**config.mk**
```make
export PLATFORM = sky130hd
export DESIGN_NAME = twi_eeprom_engine
export DESIGN_NICKNAME = d
export VERILOG_FILES = /design/src/rtl/twi_pkg.sv /design/src/rtl/twi_line_sampler.sv /design/src/rtl/twi_word_ptr.sv /design/src/rtl/twi_eeprom_engine.sv
export SDC_FILE = /design/constraint.sdc
export NUM_CORES = 1
export LEC_CHECK = 0
export ABC_CLOCK_PERIOD_IN_PS = 5100
export BUFFER_PORTS_ARGS = -buffer_cell sky130_fd_sc_hd__buf_2
export CAP_MARGIN = 20
export CORE_MARGIN = 2
export CORE_UTILIZATION = 24
export DETAILED_ROUTE_END_ITERATION = 10
export GPL_ROUTABILITY_DRIVEN = 0
export GPL_TIMING_DRIVEN = 0
export HOLD_SLACK_MARGIN = 0.1
export MAX_ROUTING_LAYER = met4
export PLACE_DENSITY_LB_ADDON = 0.1
export SETUP_SLACK_MARGIN = 0.2
export SLEW_MARGIN = 20
export SYNTH_ARGS = -nofsm -noshare
export SYNTH_HDL_FRONTEND = slang
export SYNTH_SLANG_ARGS = --single-unit
```
**constraint.sdc**
```tcl
create_clock -name clk -period 5.1 [get_ports clk]
set_input_delay 1.02 -clock clk [delete_from_list [all_inputs] [get_ports clk]]
set_output_delay 1.02 -clock clk [all_outputs]
set_load 0.1 [all_outputs]
```
**src/rtl/twi_pkg.sv**
```systemverilog
package twi_pkg;
    typedef enum logic [3:0] {
        ST_IDLE,
        ST_DEV,
        ST_DEV_ACK,
        ST_HI,
        ST_HI_ACK,
        ST_LO,
        ST_LO_ACK,
        ST_WR,
        ST_WR_ACK,
        ST_RD,
        ST_RD_ACK
    } eng_state_t;

    localparam logic [3:0] DEV_TYPE = 4'b1010;
endpackage

```
**src/rtl/twi_line_sampler.sv**
```systemverilog
module twi_line_sampler #(
    parameter int STAGES = 2
) (
    input  logic clk,
    input  logic rst_n,
    input  logic scl_i,
    input  logic sda_i,
    output logic sda_s,
    output logic scl_rise,
    output logic scl_fall,
    output logic start_det,
    output logic stop_det
);
    logic [STAGES-1:0] scl_sh, sda_sh;
    logic              scl_q, sda_q, scl_s;

    always_ff @(posedge clk or negedge rst_n) begin
        if (!rst_n) begin
            scl_sh <= '1;
            sda_sh <= '1;
            scl_q  <= 1'b1;
            sda_q  <= 1'b1;
        end else begin
            scl_sh <= {scl_sh[STAGES-2:0], scl_i};
            sda_sh <= {sda_sh[STAGES-2:0], sda_i};
            scl_q  <= scl_s;
            sda_q  <= sda_s;
        end
    end

    assign scl_s     = scl_sh[STAGES-1];
    assign sda_s     = sda_sh[STAGES-1];
    assign scl_rise  = scl_s & ~scl_q;
    assign scl_fall  = ~scl_s & scl_q;
    assign start_det = scl_s & scl_q & sda_q & ~sda_s;
    assign stop_det  = scl_s & scl_q & ~sda_q & sda_s;


    start_stop_excl_chk: assert property (@(posedge clk) disable iff (!rst_n)
        !(start_det && stop_det));
endmodule

```
**src/rtl/twi_word_ptr.sv**
```systemverilog
module twi_word_ptr #(
    parameter int AW = 17
) (
    input  logic          clk,
    input  logic          rst_n,
    input  logic          load,
    input  logic [AW-1:0] load_val,
    input  logic          inc_full,
    input  logic          inc_page,
    output logic [AW-1:0] ptr
);
    always_ff @(posedge clk or negedge rst_n) begin
        if (!rst_n)        ptr <= '0;
        else if (load)     ptr <= load_val;
        else if (inc_full) ptr <= ptr + 1'b1;
        else if (inc_page) ptr[7:0] <= ptr[7:0] + 8'd1;
    end


    page_wrap_chk: assert property (@(posedge clk) disable iff (!rst_n)
        inc_page && !load && !inc_full |=>
            ptr[AW-1:8] == $past(ptr[AW-1:8]) && ptr[7:0] == $past(ptr[7:0]) + 8'd1);

    array_wrap_chk: assert property (@(posedge clk) disable iff (!rst_n)
        inc_full && !load && (&ptr) |=> ptr == '0);
endmodule

```
**src/rtl/twi_eeprom_engine.sv**
```systemverilog
module twi_eeprom_engine
    import twi_pkg::*;
#(
    parameter int ADDR_W      = 17,
    parameter int SYNC_STAGES = 2
) (
    input  logic              clk,
    input  logic              rst_n,
    input  logic              scl_i,
    input  logic              sda_i,
    output logic              sda_oe,
    output logic              mem_rd_en,
    output logic [ADDR_W-1:0] mem_rd_addr,
    input  logic [7:0]        mem_rd_data,
    output logic              wr_valid,
    output logic [ADDR_W-1:0] wr_addr,
    output logic [7:0]        wr_data
);
    localparam int HI_W = ADDR_W - 9;

    eng_state_t        state;
    logic [3:0]        bitcnt;
    logic [7:0]        rx_sr, tx_sr, hi_q, rd_q;
    logic              p0_q, rd_pend;
    logic              sda_s, scl_rise, scl_fall, start_det, stop_det;
    logic              byte_done, dev_match, ptr_load;
    logic [ADDR_W-1:0] ptr;

    twi_line_sampler #(.STAGES(SYNC_STAGES)) u_samp (
        .clk(clk), .rst_n(rst_n), .scl_i(scl_i), .sda_i(sda_i),
        .sda_s(sda_s), .scl_rise(scl_rise), .scl_fall(scl_fall),
        .start_det(start_det), .stop_det(stop_det)
    );

    twi_word_ptr #(.AW(ADDR_W)) u_ptr (
        .clk(clk), .rst_n(rst_n), .load(ptr_load),
        .load_val({p0_q, hi_q[HI_W-1:0], rx_sr}),
        .inc_full(mem_rd_en), .inc_page(wr_valid), .ptr(ptr)
    );

    assign byte_done = scl_fall && (bitcnt == 4'd8);
    assign dev_match = (rx_sr[7:4] == DEV_TYPE) && (rx_sr[3:2] == 2'b00);

    // state register and datapath
    always_ff @(posedge clk or negedge rst_n) begin
        if (!rst_n) begin
            state   <= ST_IDLE;
            bitcnt  <= '0;
            rx_sr   <= '0;
            tx_sr   <= '0;
            hi_q    <= '0;
            p0_q    <= 1'b0;
            rd_pend <= 1'b0;
            rd_q    <= '0;
        end else begin
            rd_pend <= mem_rd_en;
            if (rd_pend) rd_q <= mem_rd_data;
            if (start_det) begin
                state  <= ST_DEV;
                bitcnt <= '0;
            end else if (stop_det) begin
                state <= ST_IDLE;
            end else begin
                unique case (state)
                    ST_IDLE: ;
                    ST_DEV, ST_HI, ST_LO, ST_WR: begin
                        if (scl_rise && bitcnt < 4'd8) begin
                            rx_sr  <= {rx_sr[6:0], sda_s};
                            bitcnt <= bitcnt + 4'd1;
                        end else if (byte_done) begin
                            unique case (state)
                                ST_DEV: begin
                                    if (dev_match) begin
                                        if (!rx_sr[0]) p0_q <= rx_sr[1];
                                        state <= ST_DEV_ACK;
                                    end else begin
                                        state <= ST_IDLE;
                                    end
                                end
                                ST_HI: begin
                                    hi_q  <= rx_sr;
                                    state <= ST_HI_ACK;
                                end
                                ST_LO:   state <= ST_LO_ACK;
                                default: state <= ST_WR_ACK;
                            endcase
                        end
                    end
                    ST_DEV_ACK, ST_HI_ACK, ST_LO_ACK, ST_WR_ACK: begin
                        if (scl_fall) begin
                            bitcnt <= '0;
                            unique case (state)
                                ST_DEV_ACK: begin
                                    if (rx_sr[0]) begin
                                        tx_sr <= rd_q;
                                        state <= ST_RD;
                                    end else begin
                                        state <= ST_HI;
                                    end
                                end
                                ST_HI_ACK: state <= ST_LO;
                                default:   state <= ST_WR;
                            endcase
                        end
                    end
                    ST_RD: begin
                        if (scl_fall) begin
                            if (bitcnt == 4'd7) begin
                                bitcnt <= '0;
                                state  <= ST_RD_ACK;
                            end else begin
                                tx_sr  <= {tx_sr[6:0], 1'b0};
                                bitcnt <= bitcnt + 4'd1;
                            end
                        end
                    end
                    ST_RD_ACK: begin
                        if (scl_rise && sda_s) begin
                            state <= ST_IDLE;
                        end else if (scl_fall) begin
                            tx_sr  <= rd_q;
                            bitcnt <= '0;
                            state  <= ST_RD;
                        end
                    end
                    default: state <= ST_IDLE;
                endcase
            end
        end
    end

    // outputs
    always_comb begin
        sda_oe    = 1'b0;
        mem_rd_en = 1'b0;
        wr_valid  = 1'b0;
        ptr_load  = 1'b0;
        unique case (state)
            ST_DEV_ACK, ST_HI_ACK, ST_LO_ACK, ST_WR_ACK: sda_oe = 1'b1;
            ST_RD:     sda_oe = ~tx_sr[7];
            ST_DEV:    mem_rd_en = byte_done && dev_match && rx_sr[0];
            ST_LO:     ptr_load  = byte_done;
            ST_WR:     wr_valid  = byte_done;
            ST_RD_ACK: mem_rd_en = scl_rise && !sda_s;
            default: ;
        endcase
    end

    assign mem_rd_addr = ptr;
    assign wr_addr     = ptr;
    assign wr_data     = rx_sr;


    idle_quiet_chk: assert property (@(posedge clk) disable iff (!rst_n)
        state == ST_IDLE |-> !sda_oe && !wr_valid && !mem_rd_en);

    start_abort_chk: assert property (@(posedge clk) disable iff (!rst_n)
        start_det |=> state == ST_DEV && bitcnt == 4'd0);

    stop_idle_chk: assert property (@(posedge clk) disable iff (!rst_n)
        stop_det |=> state == ST_IDLE);

    reject_release_chk: assert property (@(posedge clk) disable iff (!rst_n)
        state == ST_DEV && byte_done && !dev_match && !start_det && !stop_det |=> !sda_oe);

    rd_pulse_chk: assert property (@(posedge clk) disable iff (!rst_n)
        mem_rd_en |=> !mem_rd_en);

    wr_pulse_chk: assert property (@(posedge clk) disable iff (!rst_n)
        wr_valid |=> !wr_valid && state == ST_WR_ACK);
endmodule

```
# Word-level counts from Yosys, hierarchy flattened
# Cells that the tools add are included.
[classes] n_bitwise=16 mux=38 add_sub_neg=3 reduce_logical=22 eq_ne=31 n_lt_le_gt_ge=1
[ops] cell="two-way mux 8 bit" count=9
[ops] cell="two-way mux 4 bit" count=17
[ops] cell="case mux 8 bit (3 select lines)" count=1
[ops] cell="equality test 4 x 3 -> 1 bit (second input constant)" count=5
[ops] cell="equality test 4 bit (second input constant)" count=5
[ops] cell="inequality test 4 bit (second input constant)" count=5
[ops] cell="case mux 4 bit (5 select lines)" count=1
[ops] cell="adder 17 x 1 -> 17 bit (second input constant)" count=1
[ops] cell="two-way mux 17 bit" count=1
[ops] cell="inequality test 2 bit (second input constant)" count=8
[ops] cell="case mux 4 bit (4 select lines)" count=1
[ops] cell="inequality test 3 bit (second input constant)" count=4
[ops] cell="case mux 4 bit (3 select lines)" count=1
[ops] cell="AND reduction 10 bit" count=1
[ops] cell="two-way mux 9 bit" count=1
[ops] cell="NOT 1 bit" count=9
[ops] cell="adder 8 x 1 -> 8 bit (second input constant)" count=1
[ops] cell="equality test 4 x 2 -> 1 bit (second input constant)" count=2
[ops] cell="case mux 4 bit (2 select lines)" count=1
[ops] cell="AND reduction 8 bit" count=1
[ops] cell="OR reduction 4 bit" count=2
[ops] cell="AND 1 bit" count=7
[ops] cell="logical AND 1 bit" count=7
[ops] cell="AND reduction 7 bit" count=1
[ops] cell="other kinds (16)" count=19
[word_totals] in_bits=12 elab_cells=125 register_bits=65

# Longest topological paths before layout
# Gate-level depths: netlist of run 1.
[depth] ltp_word=9 depth_mapped=8

# By module
# Synthesis of run 1 repeated with hierarchy kept, for this count alone.
[unflattened] hier_cells=317 hier_area_um2=3522.1
[modules_own_cells] module="twi_eeprom_engine" area_each_um2=2323.5 cells_per_inst=206 n_inst=1
[modules_own_cells] module="twi_word_ptr" area_each_um2=1008.5 cells_per_inst=101 n_inst=1
[modules_own_cells] module="twi_line_sampler" area_each_um2=190.2 cells_per_inst=10 n_inst=1

# Least setup slack after synthesis of run 1
# No wires, ideal clock.
[synth_path] path_type="reg2out" start="reg state[3]" end="out sda_oe" stages_incl_launch_ff=5 arrival_time_ns=3.169 path_slack_ns=0.911 cell_sequence="dfrtp_1 -> buf_2 -> clkbuf_1 -> nor2b_1 -> o32ai_1"
[synth_via] elab_chain_len=3
[synth_rtl] element="start, declared" line="twi_eeprom_engine.sv:21" text="eng_state_t state;"
[synth_rtl] element="start signal, assigned" line="twi_eeprom_engine.sv:47" text="state <= ST_IDLE;"
[synth_rtl] element="start signal, assigned" line="twi_eeprom_engine.sv:59" text="state <= ST_DEV;"
[synth_rtl] element="start signal, assigned" line="twi_eeprom_engine.sv:62" text="state <= ST_IDLE;"
[synth_rtl] element="equality test 4 x 2 -> 1 bit, or another cell as far along" line="twi_eeprom_engine.sv:138" text="unique case (state)"
[synth_rtl] element="OR reduction 4 bit" line="twi_eeprom_engine.sv:138"
[synth_rtl] element="case mux 1 bit (2 select lines) (*)" line="twi_eeprom_engine.sv:138"
[synth_rtl] element="end, declared" line="twi_eeprom_engine.sv:11" text="output logic sda_oe,"
# Mark *: on every way between the ends. The rest lies on a longest branch, timed or not.

# Final worst setup path of run 1
[layout_path] start="reg rx_sr[4], in the netlist wr_data[4]" end="out mem_rd_en"
[layout_via] elab_chain_len=5
[layout_rtl] element="start, declared" line="twi_eeprom_engine.sv:23" text="logic [7:0] rx_sr, tx_sr, hi_q, rd_q;"
[layout_rtl] element="start signal, assigned" line="twi_eeprom_engine.sv:68" text="rx_sr <= {rx_sr[6:0], sda_s};"
[layout_rtl] element="equality test 4 bit" line="twi_eeprom_engine.sv:42" text="assign dev_match = (rx_sr[7:4] == DEV_TYPE) && (rx_sr[3:2] == 2'b00);"
[layout_rtl] element="logical AND 1 bit" line="twi_eeprom_engine.sv:42"
[layout_rtl] element="logical AND 1 bit (2 in a row)" line="twi_eeprom_engine.sv:141" text="ST_DEV: mem_rd_en = byte_done && dev_match && rx_sr[0];"
[layout_rtl] element="case mux 1 bit (2 select lines)" line="twi_eeprom_engine.sv:138"
[layout_rtl] element="end, declared" line="twi_eeprom_engine.sv:12" text="output logic mem_rd_en,"
# Every way passes these cells.

==> results of run 1 <==
[registers in the layout, summed over array words and instances, names as in the netlist]
name	flops
rd_pend	1
u_samp.scl_q	1
rd_q	8
tx_sr	8
state	4
u_samp.sda_q	1
hi_q	8
bitcnt	4
u_samp.scl_sh	2
u_ptr.ptr	17
p0_q	1
wr_data	8
u_samp.sda_sh	2
[Yosys cell counts, drive strengths merged (5+ instances only)]
| cell type | instances | share of area |
|---|---|---|
| nand3 | 14 | 0.019 |
| o21ai | 24 | 0.033 |
| nand4 | 7 | 0.012 |
| clkbuf | 8 | 0.0083 |
| dfrtp | 59 | 0.41 |
| nand2b | 6 | 0.012 |
| dfstp | 6 | 0.044 |
| buf | 27 | 0.053 |
| xnor2 | 12 | 0.029 |
| a21o | 5 | 0.010 |
| nor2 | 14 | 0.015 |
| a21oi | 11 | 0.018 |
| a31oi | 7 | 0.012 |
| mux2 | 42 | 0.14 |
| nand2 | 30 | 0.031 |
| a211oi | 5 | 0.014 |
| inv | 11 | 0.011 |
[placed cells by master, fill, tap and decap left out, types with 3 or more instances in the layout]
| master | n |
|---|---|
| and2_1 | 4 |
| nor2_1 | 14 |
| nand4_1 | 7 |
| clkbuf_1 | 10 |
| o21ai_1 | 19 |
| and4_1 | 4 |
| o21ai_0 | 5 |
| and3_1 | 3 |
| buf_2 | 61 |
| dfstp_2 | 6 |
| nand2b_1 | 5 |
| inv_1 | 10 |
| dfrtp_1 | 59 |
| buf_4 | 19 |
| mux2_2 | 23 |
| a211oi_1 | 4 |
| nand3_1 | 14 |
| clkbuf_16 | 9 |
| xnor2_1 | 12 |
| a31oi_1 | 7 |
| a21o_1 | 5 |
| mux2_4 | 8 |
| ha_1 | 3 |
| nor3_1 | 3 |
| nand2_1 | 30 |
| a21oi_1 | 10 |
| mux2_1 | 11 |
| nor2b_1 | 4 |
[area by class of cell]
class / instances / area [um^2] / share of cell area
Multi-Input combinational cell: 233 / 1720 / 0.385
Clock buffer: 12 / 246 / 0.0552
Clock inverter: 3 / 65.1 / 0.0146
Buffer: 35 / 223 / 0.0499
Tap cell: 184 / 230 / 0.0516
Inverter: 11 / 41.3 / 0.00925
Sequential cell: 65 / 1630 / 0.366
Timing Repair Buffer: 57 / 303 / 0.0678
[per-layer routing]
metal,part of all wire,global-route usage,vias up,wire length (um)
li1,-,-,1366,-
met1,0.50,0.172,1366,4780
met2,0.45,0.186,49,4270
met3,0.036,0.0337,14,342
met4,0.020,0.0537,0,188
met5,0,-,-,0
[report_power, final]
group,switching [W],internal [W]
Sequential,0.0000218,0.000536
Clock,0.000230,0.000438
Combinational,0.0000797,0.0000347
[critical path, stage by stage, from the launching register on]
cell	delay, ns
dfrtp_1	0.45
nor4bb_1	0.59
nand4_1	0.41
and2_1	0.35
inv_2	0.10
buf_2	0.43
[final timing paths]
path	end	slack, ns	cells after the start	from
setup / recovery	mem_rd_en	1.41	5	wr_data[4]
hold / removal	u_samp.sda_sh[1]	0.36	0	u_samp.sda_sh[0]
setup reg to reg	u_ptr.ptr[1]	2.65	6	wr_data[4]
hold reg to reg	u_samp.sda_sh[1]	0.36	0	u_samp.sda_sh[0]
max in group asynchronous	u_samp.scl_q	3.89	2	rst_n
min in group asynchronous	state[2]	0.62	1	rst_n
[stage by stage]
step,util,cells
3_5_place_dp,0.283,585
4_1_cts,0.305,600
2_1_floorplan,-,344
3_3_place_gp,0.282,584
5_1_grt,0.305,600
6_report,0.305,600
[cells by family (layout without fill, tap and decap cells)]
| kind of cell | after synthesis | count (layout) |
|---|---|---|
| simple gates | 107 | 107 |
| compound gates | 67 | 67 |
| flops | 65 | 65 |
| buf+inv | 46 | 118 |
| mux | 44 | 44 |
| xor+xnor | 12 | 12 |
| fa+ha+maj | 3 | 3 |
==> impl_metrics.yaml, run 1 <==
clock_tree:
  post_cts_resized: 0
  hold_buffers: 0
  clock_sinks: 65
  clock_latency_ns: 0.34
  cts_tree: "built"
  numCtsBuffers: 9
  h-tree-depth: 3
  clockBufferDepth: 2
  post-cts-setup-buffer-count: 0
  clkTransAtPathRegs_ns: 0.06
  cts-root-buf: "clkbuf_16"
sta:
  tns_ns: 0
  fin_ws_ns: 1.41
  setup_violations: 0
  worst_pin_slew_ns: 0.761
  max_clock_freq_ghz: 0.271
  rsz0062_at_grt: "false"
  min_period_over_period: 0.723
  relSlewSlack: 0.491
  hold_viol_final: 0
  maxSlewViolCount: 0
  skew_ns: 0.00524
  holdWs_ns: 0.355
  period_needed_ns: 3.69
worst_setup_path:
  endpoint_kind: "output port"
  crit_type: "reg -> out"
  crit_fanout: 6
  cp.required_ns: 4.08
  arrival_ns: 2.67
  cp-start-kind: "flop"
synthesis:
  synthMuxAreaShare: 0.145
  synthSimpleGateAreaFrac: 0.169
  yosys_warnings: 0
  synth_compound_area_frac: 0.122
  synthFlopType: "dfrtp_1"
  syn-cell-area_mm2: 0.00362
  netlist_instances: 344
  synth_edf_count: 0
  synth_xor_area_frac: 0.0290
  synth_cell_types: 58
  synthArstFlopShare: 1.00
  syn_nets: 359
  yosysSeqAreaShare: 0.452
  avgSynthCellArea_um2: 10.5
  ys_ff_latch: 65
  synth_fa_ha_area_frac: 0.0104
  synth_top_family_by_area: "simple AND/OR/NAND/NOR gates"
final_layout:
  drive_above_1_share: 0.337
  nFillCells: 1540
  fin_nets: 427
  n_antenna_cell: 0
  design_area_mm2: 0.00446
  syn2layout_area_growth_pct: 23.3
power_and_ir_drop:
  power_density_mw_per_mm2: 300
  p_leak_nw: 2.15
  power.total_w: 0.00134
  peakVddDrop_mv: 0.137
grt:
  grt_pass1_vias: 2837
  grt_pass1_wl_um: 15600
  grt_usage: 0.129
  grt-ovfl-total: 0
  antenna_found_initial: 0
  grt_max_degree: 35
drt:
  firstDrtPassIters: 4
  routedWlPerCell_um: 16.0
  dr_total_vias: 2795
  drt_wl_total_um: 9580
  routed_via_density: 4.66
  drcViolationCount: 0
  detail_route.iter0.violations: 103
  ant_nets: 0
floorplan:
  num_rows: 44
  start_util: 0.247
  pin_count: 57
  die_h_um: 127
  die_area_mm2: 0.0161
  die_x_um: 127
  fp.coreArea_mm2: 0.0146
place:
  place_ws_ns: 1.76
  post-dp-hpwl_um: 6850
  place_area_mm2: 0.00415
  io_buffers: 56
flow_run:
  max-cap-violations: 0
run_status:
  outcome: "finished clean"
worst_hold_path:
  hold_class: "reg -> reg"
Power figures use the tool's default switching activity.
==> run 2, diff against run 1 <==
--- a/config.mk
+++ b/config.mk
@@ -5,7 +5,7 @@
 export SDC_FILE = /design/constraint.sdc
 export NUM_CORES = 1
 export LEC_CHECK = 0
-export ABC_CLOCK_PERIOD_IN_PS = 5100
+export ABC_CLOCK_PERIOD_IN_PS = 3200
 export BUFFER_PORTS_ARGS = -buffer_cell sky130_fd_sc_hd__buf_2
 export CAP_MARGIN = 20
 export CORE_MARGIN = 2
==> constraint.sdc (replaced) <==
create_clock -name clk -period 3.2 [get_ports clk]
set_input_delay 0.64 -clock clk [delete_from_list [all_inputs] [get_ports clk]]
set_output_delay 0.64 -clock clk [all_outputs]
set_load 0.1 [all_outputs]
==> run 2 against run 1 <==
Against the previous run:
- core utilization is 0.26 points higher
- routed wire length down 2.6%
- clock skew increased by 0.0048 ns
- design area up 0.84%
- clock-buffer cell count is 1 lower
- worst hold slack worse by 0.19 ns
- combinational power increased by 61%
- total power rose by 55%
- critical path type unchanged
==> impl_metrics.yaml, run 2 (synthesized netlist as in run 1, its figures left out) <==
clock_tree:
  clock_latency_ns: 0.33
  h-tree-depth: 3
  numCtsBuffers: 9
  cts_tree: "built"
  clockBufferDepth: 2
  clkTransAtPathRegs_ns: 0.06
  cts-root-buf: "clkbuf_16"
  clock_sinks: 65
drt:
  detail_route.iter0.violations: 170
  drcViolationCount: 0
  routed_via_density: 4.63
  drt_wl_total_um: 9320
  routedWlPerCell_um: 15.5
  firstDrtPassIters: 4
  dr_total_vias: 2789
  ant_nets: 0
floorplan:
  die_x_um: 127
  fp.coreArea_mm2: 0.0146
  die_h_um: 127
  pin_count: 57
  die_area_mm2: 0.0161
  start_util: 0.247
  num_rows: 44
sta:
  period_needed_ns: 2.87
  min_period_over_period: 0.896
  setup_violations: 0
  skew_ns: 0.0101
  worst_pin_slew_ns: 0.891
  rsz0062_at_grt: "true"
  tns_ns: 0
  maxSlewViolCount: 0
  max_clock_freq_ghz: 0.349
  relSlewSlack: 0.401
  holdWs_ns: 0.164
  hold_viol_final: 0
worst_setup_path:
  cp-start-kind: "flop"
  crit_fanout: 6
  cp.required_ns: 2.56
  worstPathCellList: "inv_1 > ha_1 > and4bb_2 > nand4_1 > and2_1 > inv_2 > buf_4"
  crit_type: "reg -> out"
  endpoint_kind: "output port"
  critical_path.max_stage_delay_ns: 0.42
  slowest_stage: "dfrtp_1"
  arrival_ns: 2.23
grt:
  grt_max_degree: 53
  grt_usage: 0.126
  grt-ovfl-total: 0
  grt_pass1_vias: 2784
  grt_pass1_wl_um: 15300
  antenna_found_initial: 0
final_layout:
  largest_reg_flops: 17
  nFillCells: 1545
  mostFrequentLayoutCells: "buf_2 (59), dfrtp_1 (59), nand2_1 (30), mux2_2 (23), buf_4 (22)"
  drive_above_1_share: 0.353
  fin_nets: 429
  syn2layout_area_growth_pct: 24.4
  top_register: "u_ptr.ptr"
  n_antenna_cell: 0
place:
  io_buffers: 56
  post-dp-hpwl_um: 6690
power_and_ir_drop:
  power_frac_seq: 0.430
  swShare: 0.251
  power_frac_comb: 0.089
  power_density_mw_per_mm2: 461
  p_leak_nw: 2.17
  switchingPower_w: 0.000521
  p_int_w: 0.00155
  p_clk_frac: 0.482
  peakVddDrop_mv: 0.239
run_status:
  outcome: "finished clean"
flow_run:
  max-cap-violations: 0
worst_hold_path:
  hold_class: "in -> async"
run 2: changes by cell type in the layout (fill, tap and decap cells not counted), moves of 2 or more:
| cell | previous run | this run |
|---|---|---|
| buf_4 | 19 | 22 |
| clkinv_2 | 1 | 3 |
| buf_2 | 61 | 59 |
| clkbuf_1 | 10 | 7 |
run 2: per-stage QoR:
step           setup WS, ns  std cells  power, W  cell area [um^2]   util
2_1_floorplan         0.320        344   0.00102              3630      -
3_5_place_dp          0.419        585   0.00109              4170  0.285
4_1_cts               0.214        601   0.00212              4480  0.306
5_1_grt               0.177        603   0.00218              4500  0.307
3_3_place_gp          0.393        584   0.00109              4140  0.282
6_report              0.334        603   0.00208              4500  0.307
run 2: critical path: cells and delay by family (launching register included):
family	cells	cell delay, ns
simple gates	3	0.85
buf+inv	3	0.48
flops	1	0.42
fa+ha+maj	1	0.14
run 2: worst paths after layout:
path,from,end,slack (ns),cells after the start
worst min-delay path,rst_n,u_ptr.ptr[2],0.16,1
min in group clk,u_samp.scl_sh[0],u_samp.scl_sh[1],0.35,0
worst min register to register,u_samp.scl_sh[0],u_samp.scl_sh[1],0.35,0
worst max register to register,u_samp.scl_sh[1],u_ptr.ptr[16],0.85,8
max in group asynchronous,rst_n,u_samp.scl_sh[0],2.44,2
worst max-delay path,bitcnt[0],mem_rd_en,0.33,7
run 2: final cells by class:
class                   count  area, um^2  share of cell area
multi-input cells         233        1730               0.385
clock inverters             5        53.8              0.0120
repair buffers             59         330              0.0734
flip-flops and latches     65        1630               0.363
well taps                 184         230              0.0512
plain buffers              35         224              0.0498
clock buffers              11         253              0.0562
inverters                  11        41.3             0.00917
run 2: timing repair:
action | 4_1_cts | 5_1_grt
setup buffers | 0 | 2
hold endpoints to repair | 0 | 0
setup endpoints to repair | 1 | 2
pin swaps | 1 | 1
hold buffers | 0 | 0
resized for setup | 2 | 3
run 2: metal layers:
metal  up-vias  GRT usage  share of wire
met5         -          -              0
met3         4     0.0299          0.045
met2        76      0.194           0.48
met4         0     0.0304         0.0074
li1       1364          -              -
met1      1345      0.170           0.47
run 2: power by group through the flow:
stage | Combinational, W | Sequential [W] | Clock, W
global route | 0.000212 | 0.000899 | 0.00107
floorplan | 0.0000865 | 0.000936 | 0
detailed placement | 0.000188 | 0.000905 | 0
global placement | 0.000183 | 0.000904 | 0
CTS | 0.000188 | 0.000891 | 0.00104
finish | 0.000184 | 0.000892 | 0.00100
